[src/rtl/xp_pkg.sv]
package xp_pkg;

  typedef enum logic [1:0] {
    LVL_OFF  = 2'b00,
    LVL_LOW  = 2'b01,
    LVL_MED  = 2'b10,
    LVL_HIGH = 2'b11
  } lvl_e;

  localparam logic [1:0] ADDR_ROUTE = 2'd0;
  localparam logic [1:0] ADDR_PE    = 2'd1;
  localparam logic [1:0] ADDR_EQ    = 2'd2;
  localparam logic [1:0] ADDR_CTRL  = 2'd3;

  // width of a register word: wide enough for routing, levels and control
  function automatic int data_w(input int lanes);
    int s;
    int w;
    s = $clog2(lanes);
    w = lanes * 2;
    if (lanes * s > w) w = lanes * s;
    if (lanes + 4 > w) w = lanes + 4;
    return w;
  endfunction

endpackage

[src/rtl/xp_cfg_regs.sv]
module xp_cfg_regs
  import xp_pkg::*;
#(
  parameter  int LANES   = 4,
  localparam int SEL_W   = $clog2(LANES),
  localparam int ROUTE_W = LANES * SEL_W,
  localparam int LVL_W   = LANES * 2,
  localparam int CTRL_W  = LANES + 4,
  localparam int DATA_W  = data_w(LANES)
) (
  input  logic               clk,
  input  logic               rst_n,
  input  logic               reg_mode_i,
  input  logic               wr_en_i,
  input  logic [1:0]         wr_addr_i,
  input  logic [DATA_W-1:0]  wr_data_i,
  output logic [ROUTE_W-1:0] route_q,
  output logic [LVL_W-1:0]   pe_q,
  output logic [LVL_W-1:0]   eq_q,
  output logic [CTRL_W-1:0]  ctrl_q
);

  localparam logic [CTRL_W-1:0] CTRL_DEF = {4'b0000, {LANES{1'b1}}};

  logic                mode_q;
  logic                mode_flip;
  logic                wr_ok;
  logic                route_en, pe_en, eq_en, ctrl_en;
  logic [ROUTE_W-1:0]  route_d;
  logic [LVL_W-1:0]    pe_d, eq_d;
  logic [CTRL_W-1:0]   ctrl_d;

  assign mode_flip = (reg_mode_i != mode_q);
  assign wr_ok     = wr_en_i && reg_mode_i && !mode_flip;

  always_comb begin
    route_en = mode_flip || (wr_ok && (wr_addr_i == ADDR_ROUTE));
    pe_en    = mode_flip || (wr_ok && (wr_addr_i == ADDR_PE));
    eq_en    = mode_flip || (wr_ok && (wr_addr_i == ADDR_EQ));
    ctrl_en  = mode_flip || (wr_ok && (wr_addr_i == ADDR_CTRL));
    if (mode_flip) begin
      route_d = '0;
      pe_d    = '0;
      eq_d    = '0;
      ctrl_d  = CTRL_DEF;
    end else begin
      route_d = wr_data_i[ROUTE_W-1:0];
      pe_d    = wr_data_i[LVL_W-1:0];
      eq_d    = wr_data_i[LVL_W-1:0];
      ctrl_d  = wr_data_i[CTRL_W-1:0];
    end
  end

  always_ff @(posedge clk or negedge rst_n) begin
    if (!rst_n) begin
      mode_q  <= 1'b0;
      route_q <= '0;
      pe_q    <= '0;
      eq_q    <= '0;
      ctrl_q  <= CTRL_DEF;
    end else begin
      mode_q <= reg_mode_i;
      if (route_en) route_q <= route_d;
      if (pe_en)    pe_q    <= pe_d;
      if (eq_en)    eq_q    <= eq_d;
      if (ctrl_en)  ctrl_q  <= ctrl_d;
    end
  end

endmodule

[src/rtl/xp_level_resolve.sv]
module xp_level_resolve
  import xp_pkg::*;
#(
  parameter  int   LANES  = 4,
  parameter  lvl_e PIN_HI = LVL_MED,
  localparam int   LVL_W  = LANES * 2
) (
  input  logic             use_reg_i,
  input  logic [LANES-1:0] pin_i,
  input  logic [LVL_W-1:0] reg_lvl_i,
  output logic [LVL_W-1:0] lvl_o
);

  for (genvar n = 0; n < LANES; n++) begin : g_lane
    lvl_e pin_code;
    assign pin_code = pin_i[n] ? PIN_HI : LVL_OFF;
    assign lvl_o[2*n +: 2] = use_reg_i ? reg_lvl_i[2*n +: 2] : pin_code;
  end

endmodule

[src/rtl/xp_power_ctrl.sv]
module xp_power_ctrl #(
  parameter  int LANES = 4,
  localparam int SEL_W = $clog2(LANES),
  localparam int ROUTE_W = LANES * SEL_W
) (
  input  logic               pwr_pin_i,
  input  logic               soft_up_i,
  input  logic               los_en_i,
  input  logic [LANES-1:0]   out_mask_i,
  input  logic [ROUTE_W-1:0] sel_i,
  output logic [LANES-1:0]   out_en_o,
  output logic [LANES-1:0]   in_en_o
);

  logic up;

  assign up       = pwr_pin_i | soft_up_i;
  assign out_en_o = up ? out_mask_i : '0;

  always_comb begin
    in_en_o = '0;
    for (int i = 0; i < LANES; i++) begin
      in_en_o[i] = los_en_i;
      for (int n = 0; n < LANES; n++) begin
        if (out_en_o[n] && (sel_i[n*SEL_W +: SEL_W] == SEL_W'(i)))
          in_en_o[i] = 1'b1;
      end
    end
  end

endmodule

[src/rtl/xp_route_mux.sv]
module xp_route_mux #(
  parameter  int LANES = 4,
  localparam int SEL_W = $clog2(LANES),
  localparam int ROUTE_W = LANES * SEL_W
) (
  input  logic [LANES-1:0]   lane_i,
  input  logic [ROUTE_W-1:0] sel_i,
  input  logic [LANES-1:0]   out_en_i,
  output logic [LANES-1:0]   lane_o
);

  for (genvar n = 0; n < LANES; n++) begin : g_out
    assign lane_o[n] = out_en_i[n] & lane_i[sel_i[n*SEL_W +: SEL_W]];
  end

endmodule

[src/rtl/xp_core.sv]
module xp_core
  import xp_pkg::*;
#(
  parameter  int LANES   = 4,
  localparam int SEL_W   = $clog2(LANES),
  localparam int ROUTE_W = LANES * SEL_W,
  localparam int LVL_W   = LANES * 2,
  localparam int CTRL_W  = LANES + 4,
  localparam int DATA_W  = data_w(LANES)
) (
  input  logic               clk,
  input  logic               rst_n,
  input  logic               reg_mode_i,
  input  logic [ROUTE_W-1:0] sel_pin_i,
  input  logic [LANES-1:0]   pe_pin_i,
  input  logic [LANES-1:0]   eq_pin_i,
  input  logic               pwr_pin_i,
  input  logic               wr_en_i,
  input  logic [1:0]         wr_addr_i,
  input  logic [DATA_W-1:0]  wr_data_i,
  input  logic [LANES-1:0]   lane_i,
  output logic [LANES-1:0]   lane_o,
  output logic [LVL_W-1:0]   pe_lvl_o,
  output logic [LVL_W-1:0]   eq_lvl_o,
  output logic [LANES-1:0]   out_en_o,
  output logic [LANES-1:0]   in_en_o
);

  localparam int B_IGN_EQ = LANES;
  localparam int B_IGN_PE = LANES + 1;
  localparam int B_LOS    = LANES + 2;
  localparam int B_SOFT   = LANES + 3;

  // reset: asserted asynchronously, released on a clock edge
  logic rst_meta, rst_q_n;
  always_ff @(posedge clk or negedge rst_n) begin
    if (!rst_n) begin
      rst_meta <= 1'b0;
      rst_q_n  <= 1'b0;
    end else begin
      rst_meta <= 1'b1;
      rst_q_n  <= rst_meta;
    end
  end

  logic [ROUTE_W-1:0] route_q;
  logic [LVL_W-1:0]   pe_q, eq_q;
  logic [CTRL_W-1:0]  ctrl_q;

  xp_cfg_regs #(.LANES(LANES)) u_regs (
    .clk       (clk),
    .rst_n     (rst_q_n),
    .reg_mode_i(reg_mode_i),
    .wr_en_i   (wr_en_i),
    .wr_addr_i (wr_addr_i),
    .wr_data_i (wr_data_i),
    .route_q   (route_q),
    .pe_q      (pe_q),
    .eq_q      (eq_q),
    .ctrl_q    (ctrl_q)
  );

  logic [ROUTE_W-1:0] sel_eff;
  assign sel_eff = reg_mode_i ? route_q : sel_pin_i;

  logic [LVL_W-1:0] pe_d, eq_d;

  xp_level_resolve #(.LANES(LANES), .PIN_HI(LVL_MED)) u_pe (
    .use_reg_i(reg_mode_i & ctrl_q[B_IGN_PE]),
    .pin_i    (pe_pin_i),
    .reg_lvl_i(pe_q),
    .lvl_o    (pe_d)
  );

  xp_level_resolve #(.LANES(LANES), .PIN_HI(LVL_LOW)) u_eq (
    .use_reg_i(reg_mode_i & ctrl_q[B_IGN_EQ]),
    .pin_i    (eq_pin_i),
    .reg_lvl_i(eq_q),
    .lvl_o    (eq_d)
  );

  logic [LANES-1:0] oen_d, ien_d, lane_d;

  xp_power_ctrl #(.LANES(LANES)) u_pwr (
    .pwr_pin_i (pwr_pin_i),
    .soft_up_i (ctrl_q[B_SOFT]),
    .los_en_i  (ctrl_q[B_LOS]),
    .out_mask_i(ctrl_q[LANES-1:0]),
    .sel_i     (sel_eff),
    .out_en_o  (oen_d),
    .in_en_o   (ien_d)
  );

  xp_route_mux #(.LANES(LANES)) u_mux (
    .lane_i  (lane_i),
    .sel_i   (sel_eff),
    .out_en_i(oen_d),
    .lane_o  (lane_d)
  );

  // output stage: one register level for every port
  logic out_ce;
  assign out_ce = 1'b1;

  always_ff @(posedge clk or negedge rst_q_n) begin
    if (!rst_q_n) begin
      lane_o   <= '0;
      pe_lvl_o <= '0;
      eq_lvl_o <= '0;
      out_en_o <= '0;
      in_en_o  <= '0;
    end else if (out_ce) begin
      lane_o   <= lane_d;
      pe_lvl_o <= pe_d;
      eq_lvl_o <= eq_d;
      out_en_o <= oen_d;
      in_en_o  <= ien_d;
    end
  end

endmodule

[config.mk]
export PLATFORM = sky130hd
export DESIGN_NAME = xp_core
export DESIGN_NICKNAME = d
export VERILOG_FILES = /design/src/rtl/xp_pkg.sv /design/src/rtl/xp_cfg_regs.sv /design/src/rtl/xp_level_resolve.sv /design/src/rtl/xp_power_ctrl.sv /design/src/rtl/xp_route_mux.sv /design/src/rtl/xp_core.sv
export SDC_FILE = /design/constraint.sdc
export NUM_CORES = 1
export LEC_CHECK = 0
export BUFFER_PORTS_ARGS = -buffer_cell sky130_fd_sc_hd__clkbuf_2
export CAP_MARGIN = 30
export CORE_MARGIN = 5
export CORE_UTILIZATION = 53
export CTS_BUF_LIST = sky130_fd_sc_hd__clkbuf_16
export DETAILED_ROUTE_END_ITERATION = 8
export PLACE_DENSITY = 0.8
export SLEW_MARGIN = 15
export SYNTH_ARGS = -nofsm -noshare
export SYNTH_HDL_FRONTEND = slang
export SYNTH_SLANG_ARGS = --single-unit
[constraint.sdc]
create_clock -name clk -period 2.4 [get_ports clk]
set_input_delay 0.24 -clock clk [delete_from_list [all_inputs] [get_ports clk]]
set_output_delay 0.24 -clock clk [all_outputs]
set_load 0.05 [all_outputs]
**Word level (Yosys, flattened, before mapping)**

Cells that the tools add are included.

- Output and inout bits: 28
- Word-level logic and storage cells: 115
- Input port bits: 35
- Flip-flop bits (word level): 63

- Equality and inequality tests: 16
- Reduce and logical (&&, ||, !) cells: 32
- Mux-type cells: 44
- $lt $le $gt $ge: 4
- Bitwise gates (word level): 7

Operator list:

| kind | count |
|---|---|
| 1-bit 2-to-1 mux | 24 |
| 2-bit 2-to-1 mux | 12 |
| 8-bit 2-to-1 mux | 3 |
| 1-bit logical AND | 22 |
| 2-bit equality test, second input constant | 10 |
| 2-bit by 3-bit less-than comparator with 1-bit output, second input constant | 4 |
| 2-bit by 1-bit equality test with 1-bit output, second input constant | 5 |
| 2-bit zero test | 5 |
| 1-bit binary-select mux with 2-bit select | 4 |
| 1-bit bitwise AND | 6 |
| 1-bit logical OR | 4 |
| 4-bit 2-to-1 mux | 1 |
| 1-bit zero test | 1 |
| 1-bit inequality test | 1 |
| 1-bit bitwise OR | 1 |

**Longest topological paths before layout**

- Depth in word-level cells: 7
- Depth in mapped cells: 8
- Gate-level depth less buffers: 5

**Modules after synthesis**

Synthesis repeated with hierarchy kept, for this count alone.

- Cell total of the unflattened synthesis: 248
- Area total of the unflattened synthesis: 2849.0 um^2

Modules (own cells, without submodules):

| module | cells an instance | sequential area each (um^2) | area each (um^2) | instances |
|---|---|---|---|---|
| xp_cfg_regs | 148 | 830.8 | 1425.1 | 1 |
| xp_core | 42 | 750.7 | 900.9 | 1 |
| xp_power_ctrl | 32 | 0.0 | 205.2 | 1 |
| xp_level_resolve | 9 | 0.0 | 101.3 | 2 |
| xp_route_mux | 8 | 0.0 | 115.1 | 1 |

**Worst setup path after synthesis**

No wires, ideal clock.

- Path type: input port to flip-flop
- From: input reg_mode_i
- To: register in_en_o[0]
- Path buffers: 3
- Arrival: 1230 ps
- Setup time: 131 ps
- Cell stages on the path: 6
- Required time: 2269 ps
- Path slack: 1039 ps
- Cells stage by stage: buf_6 buf_8 buf_8 a22oi_1 o22ai_1 or3_1

- Longest elaborated chain between the ends: 7
- Elaborated cells on any way between the ends: 13
- Classes of those cells: mux (5); reduce/logical (8)

RTL lines:

| element | RTL line | text |
|---|---|---|
| start, declared | xp_core.sv:13 | `input logic reg_mode_i,` |
| 8-bit 2-to-1 mux (*) | xp_core.sv:64 | `assign sel_eff = reg_mode_i ? route_q : sel_pin_i;` |
| 2-bit zero test | xp_power_ctrl.sv:25 | `if (out_en_o[n] && (sel_i[n*SEL_W +: SEL_W] == SEL_W'(i)))` |
| 1-bit logical AND | xp_power_ctrl.sv:25 |  |
| 1-bit 2-to-1 mux (3 in series) | xp_power_ctrl.sv:25 |  |
| 1-bit 2-to-1 mux (*) | xp_power_ctrl.sv:25 |  |
| via ien_d[0] | xp_core.sv:82 | `logic [LANES-1:0] oen_d, ien_d, lane_d;` |
| end signal, assigned | xp_core.sv:117 | `in_en_o <= ien_d;` |
| end, declared | xp_core.sv:26 | `output logic [LANES-1:0] in_en_o` |

The timed path passes the listed nets; every way through them passes the cells marked *.
A chain may end at the register's enable or synchronous reset.

**Worst setup path in the final report**

- From: register u_regs.mode_q
- To: register u_regs.pe_q[0]

- Longest elaborated chain between the ends: 5
- Elaborated cells on any way between the ends: 6
- Classes of those cells: eq/ne (1); mux (1); reduce/logical (4)

RTL lines:

| element | RTL line | text |
|---|---|---|
| start, declared | xp_cfg_regs.sv:25 | `logic mode_q;` |
| start signal, assigned | xp_cfg_regs.sv:62 | `mode_q <= reg_mode_i;` |
| 1-bit inequality test (*) | xp_cfg_regs.sv:33 | `assign mode_flip = (reg_mode_i != mode_q);` |
| 1-bit zero test | xp_cfg_regs.sv:34 | `assign wr_ok = wr_en_i && reg_mode_i && !mode_flip;` |
| 1-bit logical AND | xp_cfg_regs.sv:34 |  |
| 1-bit logical AND | xp_cfg_regs.sv:38 | `pe_en = mode_flip \|\| (wr_ok && (wr_addr_i == ADDR_PE));` |
| 1-bit logical OR | xp_cfg_regs.sv:38 |  |
| end signal, assigned | xp_cfg_regs.sv:64 | `if (pe_en) pe_q <= pe_d;` |
| end, declared | xp_cfg_regs.sv:18 | `output logic [LVL_W-1:0] pe_q,` |

Every way passes the cells marked *; elsewhere a longest branch is shown, timed or not.

==> results.py <==
metrics = {
    "yosys": {
        "synth-main-ff-cell": "dfrtp_1",
        "post_synth.cell_area_avg_sq_um": 11.79,
        "synth_nets": 269,
        "netlist_top_cells_area": "dfrtp_1 (54%), mux2i_1 (12%), dfstp_2 (3.8%), nand2_1 (3.5%), mux2_2 (3.3%)",
        "yosysWarnings": 0,
        "synth.cell_area_sq_mm": 0.002759,
        "area_share_of_the_largest_cell_type_after_synthesis_pct": 53.51,
        "synth_cell_types": 39,
        "ys_seq_elements": 63,
        "synth_top_area_cell": "dfrtp_1",
        "synthesis.instances": 234,
        "ys_seq_area_share_pct": 57.32,
        "async_reset_ff_share_pct": 100.0,
        "count_of_flip_flops_with_a_built_in_enable_after_synthesis": 0,
    },
    "routing": {
        "dr.pass1.iters": 4,
        "detail_route.wirelength_um": 5914,
        "dr.first_iter.drc_count": 135,
        "routed-via-count": 1970,
        "drc_errors": 0,
        "routed_via_density": 5.212,
        "ant_nets": 0,
        "drt-wirelength-per-cell_um": 15.65,
    },
    "sta": {
        "setup-violations-final": 0,
        "worst_margin_slew_ns": 0.7005,
        "slew-limit-headroom_pct": 53.30,
        "final-hold-violation-count": 0,
        "final_slew_violations": 0,
        "fin_setup_tns_ns": 0,
        "fin_worst_skew_ns": 0.007439,
        "grt_setup_unrepaired": "no",
        "fin_crit_ns": 1.657,
        "finalCritPeriodShare_pct": 69.06,
        "postLayoutSetupSlackWorst_ns": 0.7426,
        "worst_hold_slack_ns": 0.1321,
        "max_freq_mhz": 603.4,
    },
    "global_route": {
        "grt_start_max_net_pins": 32,
        "global_route.usage.total_pct": 19.87,
        "antenna_found_initial": 0,
        "grt_first_pass_wirelength_um": 9832,
        "grt_pass1_vias": 1991,
        "globalRoute.totalOverflow": 0,
    },
    "hold_path": {
        "hp-class": "primary input to flip-flop",
    },
    "final_layout": {
        "layout.cells.most_common": "clkbuf_2",
        "most-common-layout-cells": "clkbuf_2 (62), dfrtp_1 (58), mux2i_1 (33), nand2_1 (26), nor2_1 (23)",
        "fin_nets": 338,
        "area.growth.synth_to_final_pct": 23.72,
        "insertedDiodeCount": 0,
        "finish.instance_area_sq_mm": 0.003413,
        "final_util_pct": 67.26,
        "post_route_cells_drive_above_1_share_pct": 32.47,
    },
    "floorplan": {
        "start_util_pct": 54.36,
        "coreArea_sq_mm": 0.005075,
        "die_h_um": 82.15,
        "die-width_um": 82.15,
        "row_count": 26,
        "die_area_sq_mm": 0.006749,
        "io_pins": 63,
    },
    "pwr": {
        "pwr_density_cell_mw_per_mm2": 788.1,
        "vdd_drop_max_uv": 505.5,
        "cell_leakage_power_uw": 0.001732,
    },
    "clocking": {
        "tritoncts_num_sinks": 63,
        "cts.path.max_buffers": 2,
        "root_buffer_master": "clkbuf_16",
        "tritoncts": "built",
        "cts-buffers-inserted": 9,
        "htreeDepth": 3,
        "insertion_delay_ns": 0.32,
        "cts.repair_timing.setup_buffer_count": 0,
        "clk_slew_on_worst_s_h_paths_ns": 0.05,
    },
    "place": {
        "place_congestion": 0.9351,
        "port_buffer_count": 62,
        "detailed_place_hpwl_um": 4325,
        "place_ws_ns": 0.5985,
        "dpl_cell_area_sq_mm": 0.003123,
    },
    "critical_path": {
        "startpoint_class": "flip-flop",
        "critPathArrivalTime_ns": 1.87,
        "timing.critical_path.fanout_max": 8,
        "crit_path_end_kind": "flip-flop",
        "cp.required_ns": 2.61,
        "setup.worst_path.class": "flip-flop to flip-flop",
    },
    "run": {
        "cap_violations": 0,
    },
    "status": {
        "outcome": "complete, no violations",
    },
}
## sequential cells by signal, indices dropped and copies added, names as in the netlist
register,count
pe_lvl_o,8
rst_q_n,1
u_regs.eq_q,8
eq_lvl_o,8
in_en_o,4
u_regs.route_q,8
rst_meta,1
u_regs.pe_q,8
u_regs.ctrl_q,8
out_en_o,4
u_regs.mode_q,1
lane_o,4
## synthesized netlist by cell type (3+ instances only)
cell type	number
dfrtp_1	59
dfstp_2	4
mux2i_1	33
nor2_1	23
o21ai_0	3
and3_1	9
inv_1	6
mux2_1	4
o22ai_1	10
or3_1	4
o21ai_1	9
nand2_1	26
mux2_2	8
## what timing repair did
action	CTS	global route
endpoints found under the hold margin	2	0
hold buffers	1	0
resized for setup	0	0
## cells by family after synthesis
| logic type | after synthesis | synth area share [%] |
|---|---|---|
| buffers and inverters | 16 | 3.900 |
| xor gates and xnor gates | 2 | 0.9072 |
| and+or+nand+nor | 74 | 12.74 |
| other | 1 | 0.1359 |
| muxes | 46 | 17.41 |
| DFF | 63 | 57.32 |
| AOI/OAI and AO/OA | 32 | 7.574 |
## layer usage
layer	wire (um)	share of wire (%)	track usage [%]	vias up
li1	-	-	-	956
met1	2648	45	26.19	927
met2	2788	47	30.53	75
met3	311	5.3	4.230	12
met4	165	2.8	11.13	0
met5	0	0	0	-
## stage by stage
step / instances / power, uW
5_1_grt: 378 / 2790
4_1_cts: 378 / 2711
6_report: 378 / 2690
3_3_place_gp: 361 / 1488
3_5_place_dp: 361 / 1497
2_1_floorplan: 234 / 1389
## area by class of cell
cell class	count	area (sq um)
Clock buffer	9	225.2
Clock inverter	7	55.05
Fill cell	404	1662
Inverter	6	22.52
Multi-Input combinational cell	155	1070
Sequential cell	63	1583
Tap cell	70	87.58
Timing Repair Buffer	68	370.4
## final timing paths
| check | depth (start not counted) | to | slack [ns] | from |
|---|---|---|---|---|
| setup / recovery | 4 | u_regs.pe_q[0]$_DFFE_PN0P_ | 0.74 | u_regs.mode_q$_DFF_PN0_ |
| hold / removal | 2 | eq_lvl_o[4]$_DFF_PN0_ | 0.13 | eq_pin_i[2] |
| setup reg to reg | 4 | u_regs.pe_q[0]$_DFFE_PN0P_ | 0.74 | u_regs.mode_q$_DFF_PN0_ |
| hold reg to reg | 0 | u_regs.pe_q[3]$_DFFE_PN0P_ | 0.32 | rst_q_n$_DFF_PN0_ |
| max in group asynchronous | 1 | eq_lvl_o[0]$_DFF_PN0_ | 1.48 | rst_q_n$_DFF_PN0_ |
| min in group asynchronous | 2 | rst_meta$_DFF_PN0_ | 0.23 | rst_n |
## worst max-delay path: stages (launching register included)
cell and delay, ns:
dfrtp_1 0.44, and3_1 0.23, and3b_1 0.50, mux2i_1 0.31, nor2_1 0.06
## power breakdown
part | switching (uW) | internal, uW | total (uW)
Clock | 427 | 783 | 1210
Sequential | 32.0 | 1110 | 1150
Combinational | 227 | 106 | 333
(Power assumes the default switching activity.)
